$ cat src/rtl/statbank_pkg.sv
package statbank_pkg;
  localparam int NUM_CNT    = 39;
  localparam int NUM_WORDS  = 42;
  localparam int CNT_IDX_W  = $clog2(NUM_CNT);
  localparam int WORD_IDX_W = 6;
  localparam int RX_FLAG_N  = 10;
  localparam int TX_FLAG_N  = 12;
  localparam int CTRL_W     = 2;
  localparam int CTRL_FLUSH = 1;
  localparam int CTRL_BUSY  = 0;

  // counter indices whose position matters to decode
  localparam int RX_BKT0       = 7;
  localparam int RX_TOO_LONG   = 14;
  localparam int RX_GOOD_BYTES = 15;
  localparam int RX_BAD_BYTES  = 16;
  localparam int RX_OVERFLOW   = 17;
  localparam int TX_BASE       = 19;
  localparam int TX_BKT0       = 23;
  localparam int TX_OVERSIZE   = 30;
  localparam int TX_BYTES      = 31;
  localparam int TX_COLL0      = 32;

  localparam logic [RX_FLAG_N-1:0] RX_BAD_MASK = 10'b00_1111_1000;

  typedef struct packed {
    logic [NUM_CNT-1:0]   inc;
    logic                 clr;
    logic [CNT_IDX_W-1:0] clrIdx;
  } ctlStrobes_t;

  function automatic bit isWide(int idx);
    return (idx == RX_GOOD_BYTES) || (idx == RX_BAD_BYTES) || (idx == TX_BYTES);
  endfunction

  function automatic int rxFlagSlot(int b);
    if (b < 7) return b;
    if (b == 7) return RX_TOO_LONG;
    return RX_OVERFLOW + (b - 8);
  endfunction

  function automatic int txFlagSlot(int b);
    if (b < 4) return TX_BASE + b;
    if (b == 4) return TX_OVERSIZE;
    return TX_COLL0 + (b - 5);
  endfunction

  // largest threshold not above len; short frames to first, long to max
  function automatic int lenBucket(int unsigned len);
    if (len > 1518) return 6;
    if (len == 1518) return 5;
    if (len >= 1024) return 4;
    if (len >= 512) return 3;
    if (len >= 256) return 2;
    if (len >= 128) return 1;
    return 0;
  endfunction
endpackage

$ cat src/rtl/statbank_ctl.sv
module statbank_ctl
  import statbank_pkg::*;
#(
  parameter int LEN_W = 16
) (
  input  logic                 clk,
  input  logic                 rstN,
  input  logic                 rxStb,
  input  logic [LEN_W-1:0]     rxLen,
  input  logic [RX_FLAG_N-1:0] rxFlags,
  input  logic                 txStb,
  input  logic [LEN_W-1:0]     txLen,
  input  logic [TX_FLAG_N-1:0] txFlags,
  input  logic                 ctrlWr,
  input  logic [CTRL_W-1:0]    ctrlWrData,
  output ctlStrobes_t          strb,
  output logic                 flushBusy
);
  logic                 busy;
  logic [CNT_IDX_W-1:0] clrIdx;
  logic                 startFlush;

  // both control bits needed; R8: ignored while busy
  assign startFlush = ctrlWr && ctrlWrData[CTRL_FLUSH] && ctrlWrData[CTRL_BUSY] && !busy;

  always_ff @(posedge clk) begin
    if (!rstN) begin
      busy   <= 1'b0;
      clrIdx <= '0;
    end else if (busy) begin
      clrIdx <= clrIdx + 1'b1;
      if (clrIdx == CNT_IDX_W'(NUM_CNT - 1)) busy <= 1'b0;
    end else if (startFlush) begin
      busy   <= 1'b1;
      clrIdx <= '0;
    end
  end

  // event decode; events dropped during flush
  always_comb begin
    strb.inc = '0;
    if (!busy && rxStb) begin
      for (int b = 0; b < RX_FLAG_N; b++)
        if (rxFlags[b]) strb.inc[rxFlagSlot(b)] = 1'b1;
      strb.inc[RX_BKT0 + lenBucket(32'(rxLen))] = 1'b1;
      if (|(rxFlags & RX_BAD_MASK)) strb.inc[RX_BAD_BYTES] = 1'b1;
      else                          strb.inc[RX_GOOD_BYTES] = 1'b1;
    end
    if (!busy && txStb) begin
      for (int b = 0; b < TX_FLAG_N; b++)
        if (txFlags[b]) strb.inc[txFlagSlot(b)] = 1'b1;
      strb.inc[TX_BKT0 + lenBucket(32'(txLen))] = 1'b1;
      strb.inc[TX_BYTES] = 1'b1;
    end
    strb.clr    = busy;
    strb.clrIdx = clrIdx;
  end

  assign flushBusy = busy;
endmodule

$ cat src/rtl/statbank_dp.sv
module statbank_dp
  import statbank_pkg::*;
#(
  parameter int LEN_W = 16
) (
  input  logic                  clk,
  input  logic                  rstN,
  input  ctlStrobes_t           strb,
  input  logic [LEN_W-1:0]      rxLen,
  input  logic [LEN_W-1:0]      txLen,
  input  logic                  rdEn,
  input  logic [WORD_IDX_W-1:0] rdWord,
  output logic [31:0]           rdData
);
  logic [63:0] cntVal [NUM_CNT];

  for (genvar i = 0; i < NUM_CNT; i++) begin : g_cnt
    localparam bit WIDE = isWide(i);
    logic hitClr;
    assign hitClr = strb.clr && (strb.clrIdx == CNT_IDX_W'(i));
    if (WIDE) begin : g_wide
      logic [63:0] acc;
      logic [63:0] addend;
      assign addend = (i >= TX_BASE) ? 64'(txLen) : 64'(rxLen);
      always_ff @(posedge clk) begin
        if (!rstN)            acc <= '0;
        else if (hitClr)      acc <= '0;
        else if (strb.inc[i]) acc <= acc + addend;
      end
      assign cntVal[i] = acc;
    end else begin : g_narrow
      logic [31:0] acc;
      always_ff @(posedge clk) begin
        if (!rstN)            acc <= '0;
        else if (hitClr)      acc <= '0;
        else if (strb.inc[i]) acc <= acc + 32'd1;   // wraps modulo 2^32
      end
      assign cntVal[i] = {32'd0, acc};
    end
  end

  // word index to counter decode
  logic                 inRange;
  logic                 rdHi;
  logic                 rdIsWide;
  logic [CNT_IDX_W-1:0] rdIdx;
  logic [1:0]           slot;
  logic [31:0]          hiShadow [3];

  always_comb begin
    int w;
    int k;
    w        = int'(rdWord);
    inRange  = (w < NUM_WORDS);
    k        = w - int'(w >= 16) - int'(w >= 18) - int'(w >= 34);
    if (!inRange) k = 0;
    rdIdx    = CNT_IDX_W'(k);
    rdHi     = inRange && ((w == 16) || (w == 18) || (w == 34));
    rdIsWide = isWide(k);
    slot     = (k == RX_GOOD_BYTES) ? 2'd0 : (k == RX_BAD_BYTES) ? 2'd1 : 2'd2;
  end

  always_ff @(posedge clk) begin
    if (!rstN) begin
      rdData <= '0;
      for (int s = 0; s < 3; s++) hiShadow[s] <= '0;
    end else if (rdEn) begin
      if (!inRange) rdData <= '0;
      else if (rdHi) rdData <= hiShadow[slot];
      else begin
        rdData <= cntVal[rdIdx][31:0];             // pre-increment value
        if (rdIsWide) hiShadow[slot] <= cntVal[rdIdx][63:32];
      end
    end
  end
endmodule

$ cat src/rtl/statbank_top.sv
module statbank_top
  import statbank_pkg::*;
#(
  parameter int LEN_W = 16
) (
  input  logic                  clk,
  input  logic                  rstN,
  input  logic                  rxStb,
  input  logic [LEN_W-1:0]      rxLen,
  input  logic [RX_FLAG_N-1:0]  rxFlags,
  input  logic                  txStb,
  input  logic [LEN_W-1:0]      txLen,
  input  logic [TX_FLAG_N-1:0]  txFlags,
  input  logic                  ctrlWr,
  input  logic [CTRL_W-1:0]     ctrlWrData,
  output logic                  flushBusy,
  input  logic                  rdEn,
  input  logic [WORD_IDX_W-1:0] rdWord,
  output logic [31:0]           rdData
);
  ctlStrobes_t strb;

  statbank_ctl #(.LEN_W(LEN_W)) u_ctl (
    .clk(clk), .rstN(rstN),
    .rxStb(rxStb), .rxLen(rxLen), .rxFlags(rxFlags),
    .txStb(txStb), .txLen(txLen), .txFlags(txFlags),
    .ctrlWr(ctrlWr), .ctrlWrData(ctrlWrData),
    .strb(strb), .flushBusy(flushBusy)
  );

  statbank_dp #(.LEN_W(LEN_W)) u_dp (
    .clk(clk), .rstN(rstN), .strb(strb),
    .rxLen(rxLen), .txLen(txLen),
    .rdEn(rdEn), .rdWord(rdWord), .rdData(rdData)
  );
endmodule

$ cat config.mk
export PLATFORM = sky130hd
export DESIGN_NAME = statbank_top
export DESIGN_NICKNAME = d
export VERILOG_FILES = /design/src/rtl/statbank_pkg.sv /design/src/rtl/statbank_ctl.sv /design/src/rtl/statbank_dp.sv /design/src/rtl/statbank_top.sv
export SDC_FILE = /design/constraint.sdc
export NUM_CORES = 2
export LEC_CHECK = 0
export BUFFER_PORTS_ARGS = -buffer_cell sky130_fd_sc_hd__buf_2
export CAP_MARGIN = 30
export CORE_MARGIN = 5
export CORE_UTILIZATION = 60
export CTS_CLUSTER_DIAMETER = 150
export DETAILED_ROUTE_END_ITERATION = 16
export HOLD_SLACK_MARGIN = 0.03
export PLACE_DENSITY = 0.8
export SETUP_SLACK_MARGIN = 0.5
export SLEW_MARGIN = 20
export SYNTH_ARGS = -nofsm -noshare
export SYNTH_HDL_FRONTEND = slang
export SYNTH_SLANG_ARGS = --single-unit
export TNS_END_PERCENT = 5
$ cat constraint.sdc
create_clock -name clk -period 14.76 [get_ports clk]
set_clock_uncertainty 0.1 [all_clocks]
set_input_delay 1.476 -clock clk [delete_from_list [all_inputs] [get_ports clk]]
set_output_delay 1.476 -clock clk [all_outputs]
set_load 0.05 [all_outputs]
==> summary.txt <==
Synth
  – Dominant synthesized flop cell: sky130_fd_sc_hd__dfxtp_1
  – Instance count of the mapped netlist: 9378
  – Number of enable-type register cells in the synthesized netlist: 96
  – Number of different library cells in the post-synthesis netlist: 98
  – Net count after synthesis: 9548
  – Proportion of synthesized flip-flops having asynchronous set or reset: 0%
  – Post-synthesis instance area: 76800 µm²
  – Register area share after synthesis: 39.8%
  – Yosys warns: 0
  – Synth Register Bits: 1479
  – Mean instance size in the synthesized netlist: 8.19 µm²

Critical path
  – CP Capture Type: flip-flop
  – Type of origin of the critical path: input pin
  – Endpoint required time on the critical path: 15440 ps
  – Cell type of the slowest stage on the worst timing path: sky130_fd_sc_hd__fa_4
  – Critical-path cell list: buf_2 > or4_1 > and2_1 > fa_4 > inv_2 > nand2_4 > buf_4 > buf_4 > nand2_1 > nand3_1 > o2111a_1 > a311oi_2 > nor4_1 > a211o_1
  – Arrival time reported for the critical path endpoint: 7680 ps
  – Kind of critical path: input pin to flip-flop
  – Crit-path most repeated cell: sky130_fd_sc_hd__buf_4
  – Peak fanout along the critical path: 75
  – Critical path's largest stage delay: 1270 ps

Clock tree
  – Num Clock Sinks: 1479
  – Clock-pin slew reported for the worst setup and hold paths after clock tree synthesis: 70 ps
  – Post-cts hold buffer count: 0
  – Number of CTS-inserted buffers: 157
  – Clock tree from TritonCTS: done
  – Clock buffer depth: 3
  – Clk Tree Root Cell: sky130_fd_sc_hd__clkbuf_16
  – Total number of H-tree levels: 4
  – Skew-Pair Late Insertion Delay: 830 ps
  – Cts repair resizes: 0
  – Buffer count from post-CTS setup fixing: 0

Flow run
  – Count of maximum capacitance violations: 0

Power and ir drop
  – Power per unit of standard cell area: 115 nW/µm²
  – Max VDD drop: 124 µV
  – Total leakage power: 29.8 nW
  – Overall power: 9.72 mW

Floorplanning
  – Area enclosed by the die boundary: 135000 µm²
  – Starting density of the core: 60.3%
  – Width of the die: 368 µm
  – Number of rows created at floorplan: 131
  – Area of the placeable core: 127000 µm²
  – Die boundary height: 368 µm
  – Top-level port count: 101

Status
  – Result of the run: complete, no violations

Placement
  – Final GP Congestion: 1.12
  – HPWL after detailed placement: 198 mm
  – Count of input and output buffers: 100
  – Placed standard-cell area: 79000 µm²

STA
  – Number of setup violations in the final report: 0
  – Crit share post-route: 47.4%
  – Max_slew headroom: 29.2%
  – Total negative slack for setup checks: 0 ps
  – Fmax achieved: 0.143 GHz
  – Final hold viol count: 0
  – Transition time at the pin with the least slew margin: 1050 ps
  – Max-slew violation count: 0
  – Post-Route Hold Slack: 373 ps
  – RSZ-0062 raised after global routing: false
  – Time the worst path needs with I/O delays and setup: 7000 ps

Finish
  – Highest-count cells in the layout ignoring fill and taps: 1441 x sky130_fd_sc_hd__nor2_1, 1383 x sky130_fd_sc_hd__dfxtp_1, 1194 x sky130_fd_sc_hd__nand2_1
  – Fin area: 84500 µm²
  – Relative area change from synthesis to final layout: 10.0%
  – NumNets Final: 9487
  – Fraction of layout cells with a size suffix above 1: 7.46%
  – Most common library cell in the layout ignoring fill and taps: sky130_fd_sc_hd__nor2_1
  – Utilization after layout: 66.3%

Global routing
  – Largest net degree at the start of global routing: 140
  – GR Util All Layers: 37.8%
  – Antenna violations before repair: 23
  – Total grt overflow: 0
  – Via count of the first global-routing pass: 66.4k
  – Global-route wire length before repair: 399 mm

Routing
  – WL per Instance: 24.1 µm
  – Mean number of vias per cell: 6.46
  – Vias post-DR: 71.8k
  – Final antenna-violating net count: 0
  – Residual DRC: 0
  – Violation count after the first detailed-routing iteration: 9250
  – Wire length reported by the detailed router: 267 mm
  – Iteration count of the initial detailed-routing pass: 11

Hold path
  – Worst min path class: flip-flop to flip-flop
## per-layer routing
layer | global-route usage [%] | vias up | part of all wire [%]
li1 | - | 32700 | -
met5 | 0 | - | 0.066
met2 | 58.1 | 3857 | 43
met4 | 26.6 | 16 | 8.5
met1 | 46.5 | 34200 | 37
met3 | 9.66 | 976 | 11
## power by group
part	switching [mW]	internal, mW
logic	1.04	0.355
clock network	1.75	2.42
registers	0.0736	4.08
## cell usage after synthesis (12+ instances only)
cell type	number	area [µm²]
sky130_fd_sc_hd__nor2_1	1451	5450
sky130_fd_sc_hd__dfxtp_1	1383	27700
sky130_fd_sc_hd__nand2_1	1198	4500
sky130_fd_sc_hd__xor2_1	747	6540
sky130_fd_sc_hd__nand3_1	584	2920
sky130_fd_sc_hd__a21oi_1	416	2080
sky130_fd_sc_hd__clkbuf_1	354	1330
sky130_fd_sc_hd__xnor2_1	333	2920
sky130_fd_sc_hd__o21ai_0	325	1630
sky130_fd_sc_hd__and3_1	314	1960
sky130_fd_sc_hd__nand4_1	247	1550
sky130_fd_sc_hd__or3_1	197	1230
sky130_fd_sc_hd__mux2i_1	172	1720
sky130_fd_sc_hd__inv_1	148	556
sky130_fd_sc_hd__nor3_1	113	566
sky130_fd_sc_hd__and4_1	99	867
sky130_fd_sc_hd__ha_1	98	1230
sky130_fd_sc_hd__edfxtp_1	96	2880
sky130_fd_sc_hd__a22oi_1	79	593
sky130_fd_sc_hd__a211oi_1	69	518
sky130_fd_sc_hd__o211ai_1	60	450
sky130_fd_sc_hd__mux2_2	51	574
sky130_fd_sc_hd__and2_1	50	313
sky130_fd_sc_hd__mux4_2	50	1130
sky130_fd_sc_hd__a21o_1	47	353
sky130_fd_sc_hd__nor2b_1	46	288
sky130_fd_sc_hd__o22ai_1	45	282
sky130_fd_sc_hd__a31oi_1	39	244
sky130_fd_sc_hd__buf_1	39	146
sky130_fd_sc_hd__buf_2	39	195
sky130_fd_sc_hd__o2111ai_1	36	315
sky130_fd_sc_hd__nor4_1	33	206
sky130_fd_sc_hd__o21ai_1	33	165
sky130_fd_sc_hd__o31ai_1	31	233
sky130_fd_sc_hd__a32oi_1	28	245
sky130_fd_sc_hd__a311o_1	24	240
sky130_fd_sc_hd__or4_1	24	180
sky130_fd_sc_hd__a311oi_1	22	193
sky130_fd_sc_hd__nand2b_1	22	138
sky130_fd_sc_hd__a2111oi_0	18	158
sky130_fd_sc_hd__or2_2	16	100
sky130_fd_sc_hd__a211o_1	15	131
sky130_fd_sc_hd__a221oi_1	13	114
sky130_fd_sc_hd__o221ai_1	12	105
## kinds of logic (layout without fill, tap and decap cells)
kind of cell / after synthesis / after routing / share of synthesized area [%]
simple gates: 4458 / 4458 / 27.2
xor+xnor: 1080 / 1080 / 12.3
compound gates: 1398 / 1398 / 11.6
mux: 273 / 273 / 4.46
fa+ha+maj: 102 / 102 / 1.70
flops: 1479 / 1479 / 39.8
buf+inv: 588 / 646 / 2.98
other cells: 0 / 10 / 0
## cell type report
cell class | count | area (µm²)
clock buffers | 215 | 4510
repair buffers | 219 | 1510
well taps | 1662 | 2080
diodes | 10 | 25.0
inverters | 149 | 559
multi-input cells | 7311 | 44300
flip-flops and latches | 1479 | 30600
clock inverters | 63 | 926
fillers | 10500 | 42900
## stage by stage
| step | instances | setup slack [ps] |
|---|---|---|
| finish | 11100 | 7760 |
| global placement | 10800 | 7050 |
| global route | 11100 | 7700 |
| floorplan | 9378 | 8220 |
| CTS | 11100 | 7830 |
| detailed placement | 10800 | 6960 |
## critical path: cells and delay by family
family                   cells  cell delay, ps
adder cells (fa/ha/maj)      1            1270
buffers and inverters        4            2040
AO/OA/AOI/OAI                3             610
AND/OR/NAND/NOR              6            2140
## flip-flops by register name, summed over array words and instances, names as in the netlist
register / count
u_ctl.clrIdx: 6
u_dp.g_cnt.g_narrow.acc: 1152
u_dp.g_cnt.g_wide.acc: 192
u_ctl.flushBusy: 1
u_dp.rdData: 32
u_dp.hiShadow: 96
## path summary, 6_finish.rpt
path / from / endpoint / slack [ps] / cells after the start
worst min-delay path: u_dp.g_cnt[31].g_wide.acc[2] / u_dp.g_cnt[31].g_wide.acc[2] / 370 / 2
worst max register to register: u_ctl.flushBusy / u_dp.g_cnt[0].g_narrow.acc[31] / 10510 / 11
worst min register to register: u_dp.g_cnt[31].g_wide.acc[2] / u_dp.g_cnt[31].g_wide.acc[2] / 370 / 2
worst max-delay path: rdWord[2] / u_dp.rdData[13] / 7760 / 14
Note: power is estimated with default switching activity, not from simulation.
